## config.mk

```make
export PLATFORM = sky130hd
export DESIGN_NAME = pipe_interlock
export DESIGN_NICKNAME = d
export VERILOG_FILES = /design/src/rtl/pipe_pkg.sv /design/src/rtl/pipe_stage_reg.sv /design/src/rtl/pipe_scoreboard.sv /design/src/rtl/pipe_unit_busy.sv /design/src/rtl/pipe_interlock.sv
export SDC_FILE = /design/constraint.sdc
export NUM_CORES = 1
export LEC_CHECK = 0
export CELL_PAD_IN_SITES_DETAIL_PLACEMENT = 0
export CELL_PAD_IN_SITES_GLOBAL_PLACEMENT = 2
export CORE_MARGIN = 5
export CORE_UTILIZATION = 48
export CTS_CLUSTER_SIZE = 40
export DETAILED_ROUTE_END_ITERATION = 7
export DONT_BUFFER_PORTS = 1
export PLACE_DENSITY_LB_ADDON = 0.1
export SLEW_MARGIN = 30
export SYNTH_ARGS = -nofsm -noshare
export SYNTH_HDL_FRONTEND = slang
export SYNTH_HIERARCHICAL = 1
export SYNTH_SLANG_ARGS = --single-unit
export TNS_END_PERCENT = 50
```

## constraint.sdc

```tcl
create_clock -name clk_i -period 3.5 [get_ports clk_i]
set_input_delay 0.7 -clock clk_i [delete_from_list [all_inputs] [get_ports clk_i]]
set_output_delay 0.7 -clock clk_i [all_outputs]
set_load 0.02 [all_outputs]
```

## src/rtl/pipe_pkg.sv

```systemverilog
package pipe_pkg;
  localparam int NSTAGE = 5;
  localparam int ST_IF  = 0;
  localparam int ST_ID  = 1;
  localparam int ST_OF  = 2;
  localparam int ST_EX  = 3;
  localparam int ST_WB  = 4;
endpackage

```

## src/rtl/pipe_stage_reg.sv

```systemverilog
module pipe_stage_reg #(
  parameter int W = 8
) (
  input  logic         clk_i,
  input  logic         rst_ni,
  input  logic         vld_i,
  input  logic [W-1:0] dat_i,
  input  logic         hold_i,
  input  logic         kill_i,
  output logic         vld_o,
  output logic [W-1:0] dat_o
);
  always_ff @(posedge clk_i or negedge rst_ni) begin
    if (!rst_ni) begin
      vld_o <= 1'b0;
      dat_o <= '0;
    end else if (kill_i) begin
      vld_o <= 1'b0;
    end else if (!hold_i) begin
      vld_o <= vld_i;
      dat_o <= dat_i;
    end
  end
endmodule

```

## src/rtl/pipe_scoreboard.sv

```systemverilog
module pipe_scoreboard #(
  parameter int NREG = 16,
  localparam int RW = $clog2(NREG)
) (
  input  logic          clk_i,
  input  logic          rst_ni,
  input  logic          set_i,
  input  logic [RW-1:0] set_idx_i,
  input  logic          clr_i,
  input  logic [RW-1:0] clr_idx_i,
  input  logic [RW-1:0] rs1_i,
  input  logic          rs1_use_i,
  input  logic [RW-1:0] rs2_i,
  input  logic          rs2_use_i,
  output logic          hit_o
);
  logic [NREG-1:0] pend_q;

  for (genvar r = 0; r < NREG; r++) begin : g_bit
    // a new writer wins over the retiring one
    always_ff @(posedge clk_i or negedge rst_ni) begin
      if (!rst_ni)                                 pend_q[r] <= 1'b0;
      else if (set_i && set_idx_i == RW'(r))       pend_q[r] <= 1'b1;
      else if (clr_i && clr_idx_i == RW'(r))       pend_q[r] <= 1'b0;
    end
  end

  assign hit_o = (rs1_use_i && pend_q[rs1_i]) || (rs2_use_i && pend_q[rs2_i]);
endmodule

```

## src/rtl/pipe_unit_busy.sv

```systemverilog
module pipe_unit_busy #(
  parameter int LAT = 3,
  localparam int CW = $clog2(LAT + 1)
) (
  input  logic clk_i,
  input  logic rst_ni,
  input  logic start_i,
  output logic busy_o
);
  logic [CW-1:0] cnt_q;

  always_ff @(posedge clk_i or negedge rst_ni) begin
    if (!rst_ni)             cnt_q <= '0;
    else if (start_i)        cnt_q <= CW'(LAT);
    else if (cnt_q != '0)    cnt_q <= cnt_q - 1'b1;
  end

  assign busy_o = (cnt_q != '0);
endmodule

```

## src/rtl/pipe_interlock.sv

```systemverilog
module pipe_interlock
  import pipe_pkg::*;
#(
  parameter int NREG    = 16,
  parameter int DIV_LAT = 3,
  parameter int TAG_W   = 4,
  localparam int RW     = $clog2(NREG)
) (
  input  logic              clk_i,
  input  logic              rst_ni,
  input  logic              in_valid_i,
  input  logic [TAG_W-1:0]  in_tag_i,
  input  logic [RW-1:0]     in_rs1_i,
  input  logic              in_rs1_use_i,
  input  logic [RW-1:0]     in_rs2_i,
  input  logic              in_rs2_use_i,
  input  logic [RW-1:0]     in_rd_i,
  input  logic              in_rd_wen_i,
  input  logic              in_div_i,
  input  logic              br_taken_i,
  output logic [NSTAGE-1:0] stage_vld_o,
  output logic              stall_o,
  output logic              flush_o,
  output logic [TAG_W-1:0]  ex_tag_o
);
  typedef struct packed {
    logic [TAG_W-1:0] tag;
    logic [RW-1:0]    rs1;
    logic             use1;
    logic [RW-1:0]    rs2;
    logic             use2;
    logic [RW-1:0]    rd;
    logic             wen;
    logic             div;
  } desc_t;
  localparam int DW = $bits(desc_t);

  logic [NSTAGE-1:0] vld_q, in_v, hold, kill;
  desc_t             st_q [NSTAGE];
  desc_t             st_d [NSTAGE];

  logic raw_hit, div_busy, hazard, flush, stall, issue;

  // named views for the checker
  logic [RW-1:0] of_rs1, of_rs2, ex_rd;
  logic          of_use1, of_use2, ex_wen, ex_div;

  assign of_rs1  = st_q[ST_OF].rs1;
  assign of_use1 = st_q[ST_OF].use1;
  assign of_rs2  = st_q[ST_OF].rs2;
  assign of_use2 = st_q[ST_OF].use2;
  assign ex_rd   = st_q[ST_EX].rd;
  assign ex_wen  = st_q[ST_EX].wen;
  assign ex_div  = st_q[ST_EX].div;

  assign flush  = br_taken_i && vld_q[ST_EX];
  assign hazard = vld_q[ST_OF] && (raw_hit || (st_q[ST_OF].div && div_busy));
  assign stall  = hazard && !flush;
  assign issue  = vld_q[ST_OF] && !hazard && !flush;

  always_comb begin
    in_v[ST_IF] = in_valid_i;
    st_d[ST_IF] = '{tag: in_tag_i, rs1: in_rs1_i, use1: in_rs1_use_i,
                    rs2: in_rs2_i, use2: in_rs2_use_i, rd: in_rd_i,
                    wen: in_rd_wen_i, div: in_div_i};
    for (int s = 1; s < NSTAGE; s++) begin
      in_v[s] = vld_q[s-1];
      st_d[s] = st_q[s-1];
    end
    in_v[ST_EX] = issue;
    for (int s = 0; s < NSTAGE; s++) begin
      hold[s] = (s <= ST_OF) ? stall : 1'b0;
      kill[s] = (s <= ST_OF) ? flush : 1'b0;
    end
  end

  for (genvar s = 0; s < NSTAGE; s++) begin : g_stage
    pipe_stage_reg #(.W(DW)) u_st (
      .clk_i  (clk_i),
      .rst_ni (rst_ni),
      .vld_i  (in_v[s]),
      .dat_i  (st_d[s]),
      .hold_i (hold[s]),
      .kill_i (kill[s]),
      .vld_o  (vld_q[s]),
      .dat_o  (st_q[s])
    );
  end

  pipe_scoreboard #(.NREG(NREG)) u_sb (
    .clk_i     (clk_i),
    .rst_ni    (rst_ni),
    .set_i     (issue && st_q[ST_OF].wen),
    .set_idx_i (st_q[ST_OF].rd),
    .clr_i     (vld_q[ST_EX] && ex_wen),
    .clr_idx_i (ex_rd),
    .rs1_i     (of_rs1),
    .rs1_use_i (of_use1),
    .rs2_i     (of_rs2),
    .rs2_use_i (of_use2),
    .hit_o     (raw_hit)
  );

  pipe_unit_busy #(.LAT(DIV_LAT)) u_div (
    .clk_i   (clk_i),
    .rst_ni  (rst_ni),
    .start_i (issue && st_q[ST_OF].div),
    .busy_o  (div_busy)
  );

  assign stage_vld_o = vld_q;
  assign stall_o     = stall;
  assign flush_o     = flush;
  assign ex_tag_o    = st_q[ST_EX].tag;
endmodule

```

# Word-level counts from Yosys, hierarchy flattened
# Index checks and enable logic that the tools add are counted.
# op_classes
n_lt_le_gt_ge	2
reduce_logical	68
addsub	1
n_eq_ne	31
bitwise_logic	2
muxes	44
# ops
operator	n
4-bit == test, second input constant	16
1-bit logical AND	43
1-bit two-way mux	40
2-bit nonzero test	18
4-bit by 3-bit == test with 1-bit output, second input constant	8
4-bit by 2-bit == test with 1-bit output, second input constant	4
4-bit by 5-bit less-than comparator with 1-bit output, second input constant	2
1-bit binary-select mux with 4-bit select	2
4-bit by 1-bit == test with 1-bit output, second input constant	2
4-bit zero test	2
2-bit two-way mux	2
1-bit zero test	2
1-bit logical OR	2
2-bit inequality test, second input constant	1
1-bit inverter	2
2-bit AND reduction	1
2-bit by 1-bit subtractor with 2-bit output, second input constant	1
# word_totals
elab_cells	174
input_bits	24
regBits	103
output_inout_bits	11

# Logic depth before layout (Yosys ltp)
# Gate-level depths: netlist of the first run.
# depth
depth_word	12
depth_mapped	9

# Hierarchy
# Netlist of the first run, hierarchy kept.
# modules_own_cells
mod	cells_per_inst	area_per_inst_um2	instances	seq_area_each_um2
pipe_stage_reg	46	868.3	5	525.5
pipe_scoreboard	83	958.4	1	400.4
pipe_unit_busy	11	110.1	1	50.0
pipe_interlock	10	81.3	1	0.0

# Worst setup path before layout of the first run
# No wires, ideal clock.
# synth_timing
path_type	register to register
start	register g_stage[2].u_st.dat_o[13]
end	register g_stage[0].u_st.dat_o[0]
n_path_buf	1
arrival_time_ns	2.543
setup_time_ns	0.125
slack_ns	0.832
synth_period_minus_slack_ns	2.668
required_time_ns	3.375
path_stages_with_launch	10
path_cell_list	dfrtp_1 -> mux4_1 -> mux2_2 -> nand3b_1 -> nand4_1 -> a21oi_1 -> nor2_1 -> nor2_2 -> buf_6 -> mux2_4
# synth_via
elab_chain_cells	9
# synth_rtl
element	line	rtl
start, declared	pipe_stage_reg.sv:11	output logic [W-1:0] dat_o
start signal, assigned	pipe_stage_reg.sv:21	dat_o <= dat_i;
1-bit binary-select mux with 4-bit select	pipe_scoreboard.sv:28	assign hit_o = (rs1_use_i && pend_q[rs1_i]) || (rs2_use_i && pend_q[rs2_i]);
1-bit two-way mux (implied by the code)	pipe_scoreboard.sv:28	
1-bit logical AND	pipe_scoreboard.sv:28	
1-bit logical OR	pipe_scoreboard.sv:28	
named net raw_hit	pipe_interlock.sv:42	logic raw_hit, div_busy, hazard, flush, stall, issue;
1-bit logical OR	pipe_interlock.sv:57	assign hazard = vld_q[ST_OF] && (raw_hit || (st_q[ST_OF].div && div_busy));
1-bit logical AND	pipe_interlock.sv:57	
1-bit logical AND	pipe_interlock.sv:58	assign stall = hazard && !flush;
named net stall_o	pipe_interlock.sv:22	output logic stall_o,
1-bit inverter (no line)	-	
2-bit AND reduction (no line)	-	
end signal, assigned	pipe_stage_reg.sv:21	
end, declared	pipe_stage_reg.sv:11	
# The timed path passes the listed nets, and every way through them passes these cells. The select of a mux whose other input is x is not followed.
# A chain may end at the register's enable or synchronous reset.

# Final worst setup path of the first run
# layout_timing
start	register g_stage[2].u_st.dat_o[13]
end	output stall_o
# layout_via
elab_chain_cells	7
# layout_rtl
element	line
1-bit binary-select mux with 4-bit select	pipe_scoreboard.sv:28
1-bit two-way mux (implied by the code)	pipe_scoreboard.sv:28
1-bit logical AND	pipe_scoreboard.sv:28
1-bit logical OR	pipe_scoreboard.sv:28
named net raw_hit	pipe_interlock.sv:42
1-bit logical OR	pipe_interlock.sv:57
1-bit logical AND	pipe_interlock.sv:57
1-bit logical AND	pipe_interlock.sv:58
end, declared	pipe_interlock.sv:22
# The timed path passes the listed nets, and every way through them passes these cells. The select of a mux whose other input is x is not followed.

==> results.txt, run 1 <==
----------------------------------------------------
[Run status]
  Outcome ... completed

[STA]
  Total count of max-transition violations in the final report ... 0
  Slew Limit Headroom ... 0.604
  Measured slew at the worst slew-check pin ... 0.593 ns
  Min cycle time layout ... 3.18 ns
  Final TNS setup ... 0 ns
  Worst Skew ... 0.00719 ns
  Ratio of final minimum period to clock period ... 0.908
  Maximum operating frequency ... 315 MHz
  Total count of hold-check failures in the final report ... 0
  RSZ-0062 raised after global routing ... no
  Final setup violating endpoints ... 0

[Placement]
  Count of buffers from port buffering ... 0
  Detail Placement HPWL ... 4950 µm
  GPL Wtd Cong ... 0.790

[Synthesis]
  Synthesis Warnings ... 6
  Gate count after technology mapping ... 269
  Average instance area after synthesis ... 15.7 µm²
  Total standard cell area after synthesis ... 4220 µm²

[Route]
  Vias per Instance ... 5.37
  Post-detailed-route DRC marker count ... 0
  WL final ... 7200 µm
  First-iteration detailed-routing DRC count ... 117
  Routed length per instance ... 18.3 µm
  Antenna-violating nets left ... 0
  Count of vias placed by the detailed router ... 2114
  Initial DRT Pass Iterations ... 4

[Floorplanning]
  Std-Cell Core Area ... 8640 µm²
  Number of top-level pins ... 35
  Number of rows in the core area ... 34
  Height of the die ... 104 µm
  Width of the chip ... 104 µm
  Starting density of the core ... 0.489
  Die outline area ... 10800 µm²

[Finish]
  Net count reported at finish ... 306
  Diode count ... 0
  Relative area change from synthesis to final layout ... 7.85%
  Commonest cells after routing, fill and taps aside ... 92 x sky130_fd_sc_hd__dfrtp_1, 69 x sky130_fd_sc_hd__mux2_4, 28 x sky130_fd_sc_hd__o21ai_0
  Commonest non-fill, non-tap cell in the layout ... sky130_fd_sc_hd__dfrtp_1
  Fraction of final layout cells with drive strength greater than 1 ... 0.357
  Utilization after layout ... 0.527
  Number of filler cells placed in the layout ... 730

[Global route]
  Global-route wire length before repair ... 12200 µm
  Total global routing track utilization ... 0.140
  Largest net degree at the start of global routing ... 93
  Via count of the first global-routing pass ... 2250
  Congestion Overflow GR ... 0
  Number of antenna violations at the first check in global routing ... 0

[CTS]
  # H-tree levels ... 3
  Clock tree from TritonCTS ... yes
  Total CTS buffers ... 9
  CTS Root Buffer Type ... sky130_fd_sc_hd__clkbuf_8
  Sink Count ... 92
  Clock slew at reported path FFs ... 0.09 ns
  CTS Buffer Depth ... 2
  CTS-repair resized insts ... 0
  Hold buffers post-CTS ... 0
  Insertion delay to the later sink of the worst-skew pair ... 0.35 ns
  Post-CTS Setup Bufs ... 0

[Worst setup path]
  Start-to-end type of the worst setup path ... flip-flop to output pin
  Top fanout value on the critical path ... 7
  Element type at the critical path end ... output pin
  CP Data Required Time ... 2.80 ns
  WP data arrival ... 2.48 ns
  Startpoint Class ... flip-flop

[Job]
  Max-Cap Viols ... 0

[Power]
  Peak ir drop on the vdd network ... 832 µV
  Ratio of total power to cell area ... 1070 nW/µm²
  Static leakage ... 2.02 nW

[Worst hold path]
  Hold/Removal Path Class ... input pin to asynchronous set/reset pin

----------------------------------------------------
critical path, stage by stage (launching register included):
cell and delay (ns):
sky130_fd_sc_hd__dfrtp_1 0.51, sky130_fd_sc_hd__mux4_1 0.60, sky130_fd_sc_hd__mux2_2 0.29, sky130_fd_sc_hd__nand3b_1 0.09, sky130_fd_sc_hd__nand4_1 0.20, sky130_fd_sc_hd__a21oi_1 0.26, sky130_fd_sc_hd__nor2_2 0.17
report_power, final:
group	total, mW	switching [mW]	internal (mW)
combinational	2.05	0.693	1.35
clock	0.738	0.367	0.370
sequential	2.09	0.495	1.60
total	4.88	1.56	3.32
area by class of cell:
class | count | area [µm²] | share of cell area
timing repair buffer | 4 | 55.1 | 0.0121
clock inverter | 5 | 58.8 | 0.0129
clock buffer | 11 | 151 | 0.0333
tap | 108 | 135 | 0.0297
multi-input combinational | 168 | 1830 | 0.401
sequential | 92 | 2300 | 0.506
inverter | 6 | 22.5 | 0.00495
routing by layer:
layer | vias to the layer above | GRT usage | wire length (µm)
met5 | - | 0 | 0
met4 | 0 | 0.0555 | 127
met3 | 10 | 0.0311 | 199
met2 | 33 | 0.205 | 3310
met1 | 1078 | 0.201 | 3560
li1 | 993 | - | -
through the flow:
stage                     total power, mW  instances  setup WS, ns  area, µm²  hold slack [ns]
after floorplan                      3.82        274         0.850       4240            0.404
after global placement               4.14        378         0.499       4340            0.409
after detailed placement             4.19        378         0.457       4340            0.409
after CTS                            4.94        394         0.236       4550           0.0109
after global routing                 5.17        394         0.158       4550          0.00249
final                                4.88        394         0.323       4550           0.0308
state kept, by name, indices dropped and copies added (netlist names):
register            flops
u_sb/pend_q            16
g_stage.u_st/dat_o     69
g_stage.u_st/vld_o      5
u_div/cnt_q             2
path summary, 6_finish.rpt:
kind,startpoint,end,slack (ns),cells past startpoint
min in group clk_i,in_tag_i[0],g_stage[0].u_st/dat_o[16],0.49,1
min reg2reg,g_stage[0].u_st/dat_o[4],g_stage[1].u_st/dat_o[4],0.52,1
min,rst_ni,u_sb/pend_q[9],0.03,0
max in group asynchronous,rst_ni,g_stage[0].u_st/dat_o[11],3.34,0
max reg2reg,g_stage[2].u_st/dat_o[13],g_stage[1].u_st/dat_o[13],0.56,9
max,g_stage[2].u_st/dat_o[13],stall_o,0.32,6
Note: power is estimated with default switching activity, not from simulation.
==> run 2: changes to the inputs <==
- RECOVER_POWER: not set -> 50
==> results.txt, run 2 (same netlist as run 1, synthesis figures left out) <==
----------------------------------------------------
[Worst setup path]
  Critical R2R Capture ... g_stage[1].u_st/dat_o[13] (unchanged)
  Worst setup path start ... g_stage[2].u_st/dat_o[13] (unchanged)
  Depth of the worst register-to-register path ... 9 (unchanged)
  WP data arrival ... 2.47 ns (was 2.48 ns)
  Ordered cell list for the critical path ... mux4_1 > mux2_2 > nand3b_1 > nand4_1 > a21oi_1 > nor2_2 (unchanged)
  R2r startpoint ... g_stage[2].u_st/dat_o[13] (unchanged)
  CP Data Required Time ... 2.80 ns (about the same)
  Biggest cell delay along the critical path ... 0.60 ns (about the same)
  Element type at the critical path end ... output pin (unchanged)
  Top fanout value on the critical path ... 7 (unchanged)
  Start-to-end type of the worst setup path ... flip-flop to output pin (unchanged)
  Crit path max-delay cell type ... sky130_fd_sc_hd__mux4_1 (unchanged)
  Startpoint Class ... flip-flop (unchanged)
  Internal reg-to-reg setup slack ... 0.56 ns (about the same)

[STA]
  Maximum operating frequency ... 315 MHz (about the same)
  Total count of hold-check failures in the final report ... 0 (unchanged)
  Worst Hold Slack ... 0.0310 ns (was 0.0308 ns)
  Worst Skew ... 0.00747 ns (was 0.00719 ns)
  Ratio of final minimum period to clock period ... 0.906 (was 0.908)
  Measured slew at the worst slew-check pin ... 0.593 ns (unchanged)
  RSZ-0062 raised after global routing ... no (unchanged)
  Final setup violating endpoints ... 0 (unchanged)
  Slew Limit Headroom ... 0.604 (unchanged)
  Min cycle time layout ... 3.17 ns (was 3.18 ns)
  Final TNS setup ... 0 ns (unchanged)
  Total count of max-transition violations in the final report ... 0 (unchanged)

[CTS]
  Post-CTS Setup Bufs ... 0 (unchanged)
  Clock tree from TritonCTS ... yes (unchanged)
  CTS-repair resized insts ... 0 (unchanged)
  Clock slew at reported path FFs ... 0.09 ns (about the same)
  CTS Root Buffer Type ... sky130_fd_sc_hd__clkbuf_8 (unchanged)
  # H-tree levels ... 3 (unchanged)
  Insertion delay to the later sink of the worst-skew pair ... 0.35 ns (about the same)
  Sink Count ... 92 (unchanged)
  CTS Buffer Depth ... 2 (unchanged)
  Total CTS buffers ... 9 (unchanged)
  Hold buffers post-CTS ... 0 (unchanged)

[Floorplanning]
  Number of top-level pins ... 35 (unchanged)
  Die outline area ... 10800 µm² (unchanged)
  Number of rows in the core area ... 34 (unchanged)
  Std-Cell Core Area ... 8640 µm² (unchanged)
  Starting density of the core ... 0.489 (unchanged)
  Width of the chip ... 104 µm (unchanged)
  Height of the die ... 104 µm (unchanged)

[Power]
  Peak ir drop on the vdd network ... 832 µV (about the same)
  Static leakage ... 2.00 nW (was 2.02 nW)
  Ratio of total power to cell area ... 1070 nW/µm² (about the same)

[Worst hold path]
  Hold/Removal Path Class ... input pin to asynchronous set/reset pin (unchanged)

[Placement]
  Count of buffers from port buffering ... 0 (unchanged)
  GPL Wtd Cong ... 0.790 (unchanged)
  Detail Placement HPWL ... 4950 µm (unchanged)

[Finish]
  Commonest non-fill, non-tap cell in the layout ... sky130_fd_sc_hd__dfrtp_1 (unchanged)
  Biggest registers after layout ... g_stage.u_st/dat_o: 69 flops, u_sb/pend_q: 16 flops, g_stage.u_st/vld_o: 5 flops (unchanged)
  Commonest cells after routing, fill and taps aside ... 92 x sky130_fd_sc_hd__dfrtp_1, 64 x sky130_fd_sc_hd__mux2_4, 28 x sky130_fd_sc_hd__o21ai_0 (was 92 x sky130_fd_sc_hd__dfrtp_1, 69 x sky130_fd_sc_hd__mux2_4, 28 x sky130_fd_sc_hd__o21ai_0)
  Relative area change from synthesis to final layout ... 7.41% (was 7.85%)
  Fraction of final layout cells with drive strength greater than 1 ... 0.339 (was 0.357)
  Max reg flops ... 69 (unchanged)
  Net count reported at finish ... 306 (unchanged)
  Diode count ... 0 (unchanged)
  Most flops, register ... g_stage.u_st/dat_o (unchanged)

[Route]
  Routed length per instance ... 18.2 µm (was 18.3 µm)
  WL met1 ... 3540 µm (was 3560 µm)
  Post-detailed-route DRC marker count ... 0 (unchanged)
  Initial DRT Pass Iterations ... 4 (unchanged)
  Antenna-violating nets left ... 0 (unchanged)
  Routed wl met2 ... 3290 µm (was 3310 µm)
  Highest routing layer actually used ... met4 (unchanged)
  Detail Route met3 WL ... 223 µm (was 199 µm)
  WL final ... 7180 µm (was 7200 µm)
  Vias per Instance ... 5.38 (was 5.37)
  First-iteration detailed-routing DRC count ... 94 (was 117)
  Count of vias placed by the detailed router ... 2118 (was 2114)

[Global route]
  Global-route wire length before repair ... 12200 µm (unchanged)
  Total global routing track utilization ... 0.140 (unchanged)
  Via count of the first global-routing pass ... 2250 (unchanged)
  Congestion Overflow GR ... 0 (unchanged)
  Number of antenna violations at the first check in global routing ... 0 (unchanged)
  Largest net degree at the start of global routing ... 93 (unchanged)

[Run status]
  Outcome ... completed (unchanged)

[Job]
  Max-Cap Viols ... 0 (unchanged)

----------------------------------------------------
[run 2: area by class of cell]
type                            instances  area (µm²)
Timing Repair Buffer                    4        55.1
Inverter                                6        22.5
Clock inverter                          5        58.8
Sequential cell                        92        2300
Clock buffer                           11         151
Tap cell                              108         135
Fill cell                             736        4100
Multi-Input combinational cell        168        1810
[run 2: metrics by stage]
step / cells / setup WS [ns] / cell area (µm²) / util / power [mW]
after floorplan: 274 / 0.850 / 4240 / - / 3.82
after global routing: 394 / 0.158 / 4530 / 0.525 / 5.14
after CTS: 394 / 0.236 / 4550 / 0.527 / 4.94
final: 394 / 0.328 / 4530 / 0.525 / 4.85
after detailed placement: 378 / 0.457 / 4340 / 0.503 / 4.19
after global placement: 378 / 0.499 / 4340 / 0.503 / 4.14
[run 2: worst max-delay path by stage]
stage                                end  slack, ns  cells past startpoint
2_1_floorplan   g_stage[0].u_st/dat_o[0]       0.85                      9
3_3_place_gp   g_stage[1].u_st/dat_o[13]       0.50                      9
3_5_place_dp    g_stage[0].u_st/dat_o[3]       0.46                      9
4_1_cts                          stall_o       0.24                      6
5_1_grt                          stall_o       0.16                      6
6_report                         stall_o       0.33                      6
[run 2: per-layer routing]
metal  track usage  up-vias
met2         0.205       36
li1              -      996
met4        0.0555        0
met3        0.0311       10
met1         0.201     1076
met5             0        -
[run 2: power by group]
part	total, mW	switching [mW]	internal, mW
Sequential	2.09	0.491	1.60
Clock	0.738	0.368	0.370
Combinational	2.02	0.692	1.33
Total	4.85	1.55	3.30
[run 2: worst max-delay path: cells and delay by family (launching register included)]
family,cells,cell delay [ns]
mux,2,0.88
simple gates,3,0.46
flops,1,0.51
compound gates,1,0.26
